`config.mk`:
```
export PLATFORM = sky130hd
export DESIGN_NAME = tod_clock
export DESIGN_NICKNAME = d
export VERILOG_FILES = /design/src/rtl/tod_pkg.sv /design/src/rtl/tod_tick_gen.sv /design/src/rtl/tod_bcd_pair.sv /design/src/rtl/tod_seg_bank.sv /design/src/rtl/tod_clock.sv
export SDC_FILE = /design/constraint.sdc
export NUM_CORES = 1
export LEC_CHECK = 0
export BUFFER_PORTS_ARGS = -buffer_cell sky130_fd_sc_hd__buf_2
export CORE_ASPECT_RATIO = 1.5
export CORE_MARGIN = 2
export CORE_UTILIZATION = 45
export DETAILED_ROUTE_END_ITERATION = 8
export GPL_TIMING_DRIVEN = 0
export PLACE_DENSITY = 0.73
export SYNTH_ARGS = -nofsm -noshare
export SYNTH_HDL_FRONTEND = slang
export SYNTH_SLANG_ARGS = --single-unit
export TNS_END_PERCENT = 1
```
`constraint.sdc`:
```
create_clock -name clk -period 3.1 [get_ports clk]
set_clock_uncertainty 0.15 [all_clocks]
set_input_delay 0.775 -clock clk [delete_from_list [all_inputs] [get_ports clk]]
set_output_delay 0.775 -clock clk [all_outputs]
set_load 0.05 [all_outputs]
```
`src/rtl/tod_pkg.sv`:
```
package tod_pkg;

  localparam int DIGIT_W = 4;
  localparam int SEG_W   = 7;

  typedef logic [DIGIT_W-1:0]   digit_t;
  typedef logic [2*DIGIT_W-1:0] pair_t;   // {tens, ones}
  typedef logic [SEG_W-1:0]     seg_t;

  // Active-low segments, bit order {g,f,e,d,c,b,a}; codes above 9 blank.
  function automatic seg_t digit_to_seg(input digit_t d);
    seg_t lit;
    case (d)
      4'd0:    lit = 7'h3F;
      4'd1:    lit = 7'h06;
      4'd2:    lit = 7'h5B;
      4'd3:    lit = 7'h4F;
      4'd4:    lit = 7'h66;
      4'd5:    lit = 7'h6D;
      4'd6:    lit = 7'h7D;
      4'd7:    lit = 7'h07;
      4'd8:    lit = 7'h7F;
      4'd9:    lit = 7'h6F;
      default: lit = 7'h00;
    endcase
    return ~lit;
  endfunction

  // Next value of a two-digit BCD field whose last value is 'last'.
  function automatic pair_t pair_advance(input pair_t cur, input pair_t last);
    digit_t tens;
    digit_t ones;
    tens = cur[2*DIGIT_W-1:DIGIT_W];
    ones = cur[DIGIT_W-1:0];
    if (cur == last) begin
      return '0;
    end
    if (ones >= 4'd9) begin
      return {tens + 4'd1, 4'd0};
    end
    return {tens, ones + 4'd1};
  endfunction

endpackage

```
`src/rtl/tod_tick_gen.sv`:
```
module tod_tick_gen #(
  parameter int unsigned TICK_LAST = 49_999_999
) (
  input  logic clk,
  input  logic rst_n,
  input  logic restart,
  output logic tick
);
  localparam int CW = (TICK_LAST > 0) ? $clog2(TICK_LAST + 1) : 1;
  localparam logic [CW-1:0] LAST = CW'(TICK_LAST);

  logic [CW-1:0] cnt_q;

  assign tick = (cnt_q == LAST);

  always_ff @(posedge clk or negedge rst_n) begin
    if (!rst_n) begin
      cnt_q <= '0;
    end else if (restart || tick) begin
      cnt_q <= '0;
    end else begin
      cnt_q <= cnt_q + 1'b1;
    end
  end

  AST_TICK_RESTART: assert property (@(posedge clk) disable iff (!rst_n)
    restart |=> (cnt_q == '0));

  AST_CNT_IN_RANGE: assert property (@(posedge clk) disable iff (!rst_n)
    !restart && !tick |=> (cnt_q == $past(cnt_q) + 1'b1));

  generate
    if (TICK_LAST > 0) begin : g_spacing
      AST_TICK_ISOLATED: assert property (@(posedge clk) disable iff (!rst_n)
        tick |=> !tick);
    end
  endgenerate

endmodule

```
`src/rtl/tod_bcd_pair.sv`:
```
module tod_bcd_pair
  import tod_pkg::*;
#(
  parameter logic [7:0] LAST_BCD = 8'h59
) (
  input  logic  clk,
  input  logic  rst_n,
  input  logic  inc,
  input  logic  load,
  input  pair_t load_val,
  output pair_t val,
  output logic  wrap
);
  pair_t val_q;

  assign val  = val_q;
  assign wrap = inc && !load && (val_q == LAST_BCD);

  always_ff @(posedge clk or negedge rst_n) begin
    if (!rst_n) begin
      val_q <= '0;
    end else if (load) begin
      val_q <= load_val;
    end else if (inc) begin
      val_q <= pair_advance(val_q, LAST_BCD);
    end
  end

  AST_LOAD_VALUE: assert property (@(posedge clk) disable iff (!rst_n)
    load |=> (val_q == $past(load_val)));

  AST_WRAP_ZERO: assert property (@(posedge clk) disable iff (!rst_n)
    wrap |=> (val_q == '0));

  AST_HOLD_IDLE: assert property (@(posedge clk) disable iff (!rst_n)
    !inc && !load |=> $stable(val_q));

  AST_ONES_CARRY: assert property (@(posedge clk) disable iff (!rst_n)
    inc && !load && (val_q[3:0] == 4'd9) && (val_q != LAST_BCD)
    |=> (val_q[3:0] == 4'd0) && (val_q[7:4] == $past(val_q[7:4]) + 4'd1));

endmodule

```
`src/rtl/tod_seg_bank.sv`:
```
module tod_seg_bank
  import tod_pkg::*;
#(
  parameter int N_DIGITS = 6
) (
  input  digit_t [N_DIGITS-1:0] digits,
  output seg_t   [N_DIGITS-1:0] segs
);
  generate
    for (genvar g = 0; g < N_DIGITS; g++) begin : g_dec
      assign segs[g] = digit_to_seg(digits[g]);
    end
  endgenerate

  always_comb begin
    for (int k = 0; k < N_DIGITS; k++) begin
      AST_BLANK_CODES: assert ((digits[k] <= 4'd9) || (segs[k] == 7'h7F));
    end
  end

endmodule

```
`src/rtl/tod_clock.sv`:
```
module tod_clock
  import tod_pkg::*;
#(
  parameter int unsigned TICK_LAST = 49_999_999
) (
  input  logic        clk,
  input  logic        rst_n,
  input  logic [15:0] preset_sw,
  input  logic        preset_load,
  output logic [6:0]  seg_hr_tens,
  output logic [6:0]  seg_hr_ones,
  output logic [6:0]  seg_min_tens,
  output logic [6:0]  seg_min_ones,
  output logic [6:0]  seg_sec_tens,
  output logic [6:0]  seg_sec_ones
);
  localparam int N_DIGITS = 6;

  // Internal events, named for the checks.
  logic  sec_tick;
  logic  sec_wrap;
  logic  min_wrap;
  logic  hr_wrap;
  pair_t sec_bcd;
  pair_t min_bcd;
  pair_t hr_bcd;

  digit_t [N_DIGITS-1:0] digits;
  seg_t   [N_DIGITS-1:0] segs;

  tod_tick_gen #(.TICK_LAST(TICK_LAST)) u_tick (
    .clk     (clk),
    .rst_n   (rst_n),
    .restart (preset_load),
    .tick    (sec_tick)
  );

  tod_bcd_pair #(.LAST_BCD(8'h59)) u_sec (
    .clk      (clk),
    .rst_n    (rst_n),
    .inc      (sec_tick),
    .load     (preset_load),
    .load_val (8'h00),
    .val      (sec_bcd),
    .wrap     (sec_wrap)
  );

  tod_bcd_pair #(.LAST_BCD(8'h59)) u_min (
    .clk      (clk),
    .rst_n    (rst_n),
    .inc      (sec_wrap),
    .load     (preset_load),
    .load_val (preset_sw[7:0]),
    .val      (min_bcd),
    .wrap     (min_wrap)
  );

  tod_bcd_pair #(.LAST_BCD(8'h23)) u_hr (
    .clk      (clk),
    .rst_n    (rst_n),
    .inc      (min_wrap),
    .load     (preset_load),
    .load_val (preset_sw[15:8]),
    .val      (hr_bcd),
    .wrap     (hr_wrap)
  );

  assign digits = {hr_bcd, min_bcd, sec_bcd};

  tod_seg_bank #(.N_DIGITS(N_DIGITS)) u_segs (
    .digits (digits),
    .segs   (segs)
  );

  assign seg_hr_tens  = segs[5];
  assign seg_hr_ones  = segs[4];
  assign seg_min_tens = segs[3];
  assign seg_min_ones = segs[2];
  assign seg_sec_tens = segs[1];
  assign seg_sec_ones = segs[0];

  AST_SEC_CLEAR_ON_LOAD: assert property (@(posedge clk) disable iff (!rst_n)
    preset_load |=> (sec_bcd == 8'h00));

  AST_LOAD_BEATS_TICK: assert property (@(posedge clk) disable iff (!rst_n)
    preset_load && sec_tick |=> (sec_bcd == 8'h00));

  AST_MIN_CARRY_SRC: assert property (@(posedge clk) disable iff (!rst_n)
    sec_wrap |-> (sec_bcd == 8'h59));

  AST_HR_CARRY_SRC: assert property (@(posedge clk) disable iff (!rst_n)
    sec_wrap && (min_bcd == 8'h59) |-> min_wrap);

  AST_DAY_WRAP: assert property (@(posedge clk) disable iff (!rst_n)
    hr_wrap |=> (hr_bcd == 8'h00) && (min_bcd == 8'h00) && (sec_bcd == 8'h00));

endmodule

```
==> flow_summary.toml <==
[floorplan]
die_w_um = 78.69
core_mm2 = 0.008058
die-area_mm2 = 0.009129
io_pins = 61
dieHeight_um = 116.0
initial_core_util = 0.4672
rows = 40

[grt]
globalRouteTotalUtil = 0.2054
grt_pass1_vias = 3461
grt_antenna_before_repair = 0
grt_overflow = 0
grt_pass1_wl_um = 15210
grt_max_degree = 51

[yosys]
ys_warn_count = 0
async_flop_share = 1.000
synth_area_per_cell_um2 = 8.293
synth_cells = 454
netlist_area_mm2 = 0.003765
synth_top_area_share = 0.3323
synth_top_area_cell = "dfrtp_1"
ys_types = 61
synth.yosys.seq_area_share = 0.3323
synthesis.nets = 509
synth_edf_count = 0
synth_ff_type = "dfrtp_1"
ys_seq_elements = 50
synth_area_leaders = "dfrtp_1, ha_1, a21oi_1"

[cells_and_area]
finalNonFillerCells = 625
fin_area_mm2 = 0.004333
drive_gt1_frac = 0.1750
syn2layout_area_growth_pct = 15.09
multiInputGateArea_mm2 = 0.002346
nets = 575
insertedDiodeCount = 0
final_common_cell = "buf_2"
ff_latch_area_mm2 = 0.001251
layout_common_cells = "buf_2, nor2_1, dfrtp_1"
fillers = 744

[routing]
drcViolationCount = 0
dr.pass1.iters = 4
wl_per_cell_um = 14.40
drtIter0Drc = 185
via_per_inst = 5.594
postRouteAntennaNets = 0
routed_wl_um = 8998
vias = 3496

[run]
maxCapViolCount = 0

[timing]
fin_tns_setup_ns = 0
finalCritPeriodShare = 0.9127
rsz0062_at_grt = "false"
min_period_ns = 2.829
setup_viol = 0
hold_viol = 0
slew_viol_final = 0
relSlewSlack = 0.2509
fin_ws_ns = 0.2707
max_freq_mhz = 353.4
tightestPinTransition_ns = 1.124

[pwr]
cellLeakagePower_nw = 1.956
p_per_area_mw_per_mm2 = 554.9
vdd_drop_max_mv = 0.3407

[setup_path]
cp-start-kind = "register"
worstSetupPathType = "reg2out"
critPathTopFamily = "buffers and inverters"
worst_ep_arrival_time_ns = 1.90
cp_max_fo = 10
end_kind = "output pin"
cp.required_ns = 2.17
slowest_stage = "nor3_1"
crit_buf_inv = 3
slowest_delay_ns = 0.46
cp_cell_sequence = "clkbuf_1 > inv_1 > nor3_1 > nor2_1 > buf_2"

[cts]
cts_tree = "yes"
clk_pin_slew_worst_paths_ns = 0.07
clock_path_buffers = 2
cts_buffers = 5
root_buffer = "clkbuf_16"
numClockSinks = 50
htreeDepth = 2
clkLatencyLatePin_ns = 0.29

[placement]
gp_congestion = 0.8193
place.port_buffers = 59
place_ws_ns = 0.3207
dp_hpwl_um = 6881
placed_area_mm2 = 0.004192
dpl.cell_count = 618

[run_status]
status = "finished clean"

[min_path]
hp-class = "reg2reg"
## final cells by class
class	count	area share
Clock inverter	1	0.001733
Buffer	17	0.01646
Inverter	27	0.02339
Tap cell	105	0.03032
Sequential cell	50	0.2888
Timing Repair Buffer	59	0.06815
Clock buffer	6	0.02974
Multi-Input combinational cell	360	0.5414
## per-stage QoR
stage	power, mW	utilization	hold WS [ns]
after floorplan	1.636	-	0.3052
after global placement	1.873	0.5202	0.3398
after detailed placement	1.887	0.5202	0.3468
after CTS	2.417	0.5371	0.3595
after global routing	2.538	0.5377	0.3868
final	2.404	0.5377	0.3563
## sequential cells by signal (all words and copies together) (netlist names)
name,flops
u_min.val,8
u_hr.val,8
u_tick.cnt_q,26
u_sec.val,8
## metal layers
metal  wire, um  global-route usage
met1       3595              0.2168
met2       4809              0.3943
met3        293             0.03349
met4        299             0.09240
met5          0                   0
## cell usage after synthesis (10+ instances only)
cell,n
nor3_1,11
nand3_1,17
nor2_1,53
inv_1,27
ha_1,36
xor2_1,11
nand4_1,11
xnor2_1,10
a21oi_1,45
o21ai_0,28
dfrtp_1,50
clkbuf_1,10
nand2_1,41
## cells by family after synthesis
logic type / count (synthesis) / synth area share
AOI/OAI and AO/OA: 113 / 0.1861
buffers and inverters: 44 / 0.04586
xor gates and xnor gates: 21 / 0.04885
adders and majority gates: 36 / 0.1196
DFF: 50 / 0.3323
and+or+nand+nor: 186 / 0.2559
muxes: 4 / 0.01130
## where the power goes
part / internal, mW / leakage (nW) / switching, mW / total (mW)
registers: 0.697 / 0.668 / 0.0563 / 0.753
clock network: 0.295 / 0.0629 / 0.232 / 0.528
logic: 0.286 / 1.23 / 0.838 / 1.12
total: 1.28 / 1.96 / 1.13 / 2.40
## what timing repair did
| action | in CTS | in global routing |
|---|---|---|
| hold buffers | 0 | 0 |
| endpoints found under the setup margin | 0 | 5 |
| buffers inserted | 0 | 0 |
| gates resized for setup | 0 | 1 |
## worst reg2reg max path, cell delays in order (launching register included)
cell      delay [ns]
dfrtp_1         0.45
inv_1           0.15
ha_1            0.23
or3b_1          0.45
a221oi_2        0.49
nand4_1         0.27
o311ai_0        0.37
## worst paths after layout
kind | from | cells past startpoint | slack (ns) | endpoint
worst max-delay path | u_min.val[3] | 5 | 0.27 | seg_min_ones[2]
worst min-delay path | u_tick.cnt_q[0] | 1 | 0.36 | u_tick.cnt_q[0]
worst max register to register | u_hr.val[1] | 6 | 0.42 | u_hr.val[2]
worst min register to register | u_tick.cnt_q[0] | 1 | 0.36 | u_tick.cnt_q[0]
max in group asynchronous | rst_n | 1 | 1.55 | u_tick.cnt_q[3]
min in group asynchronous | rst_n | 1 | 0.55 | u_tick.cnt_q[9]
Power figures use the tool's default switching activity.
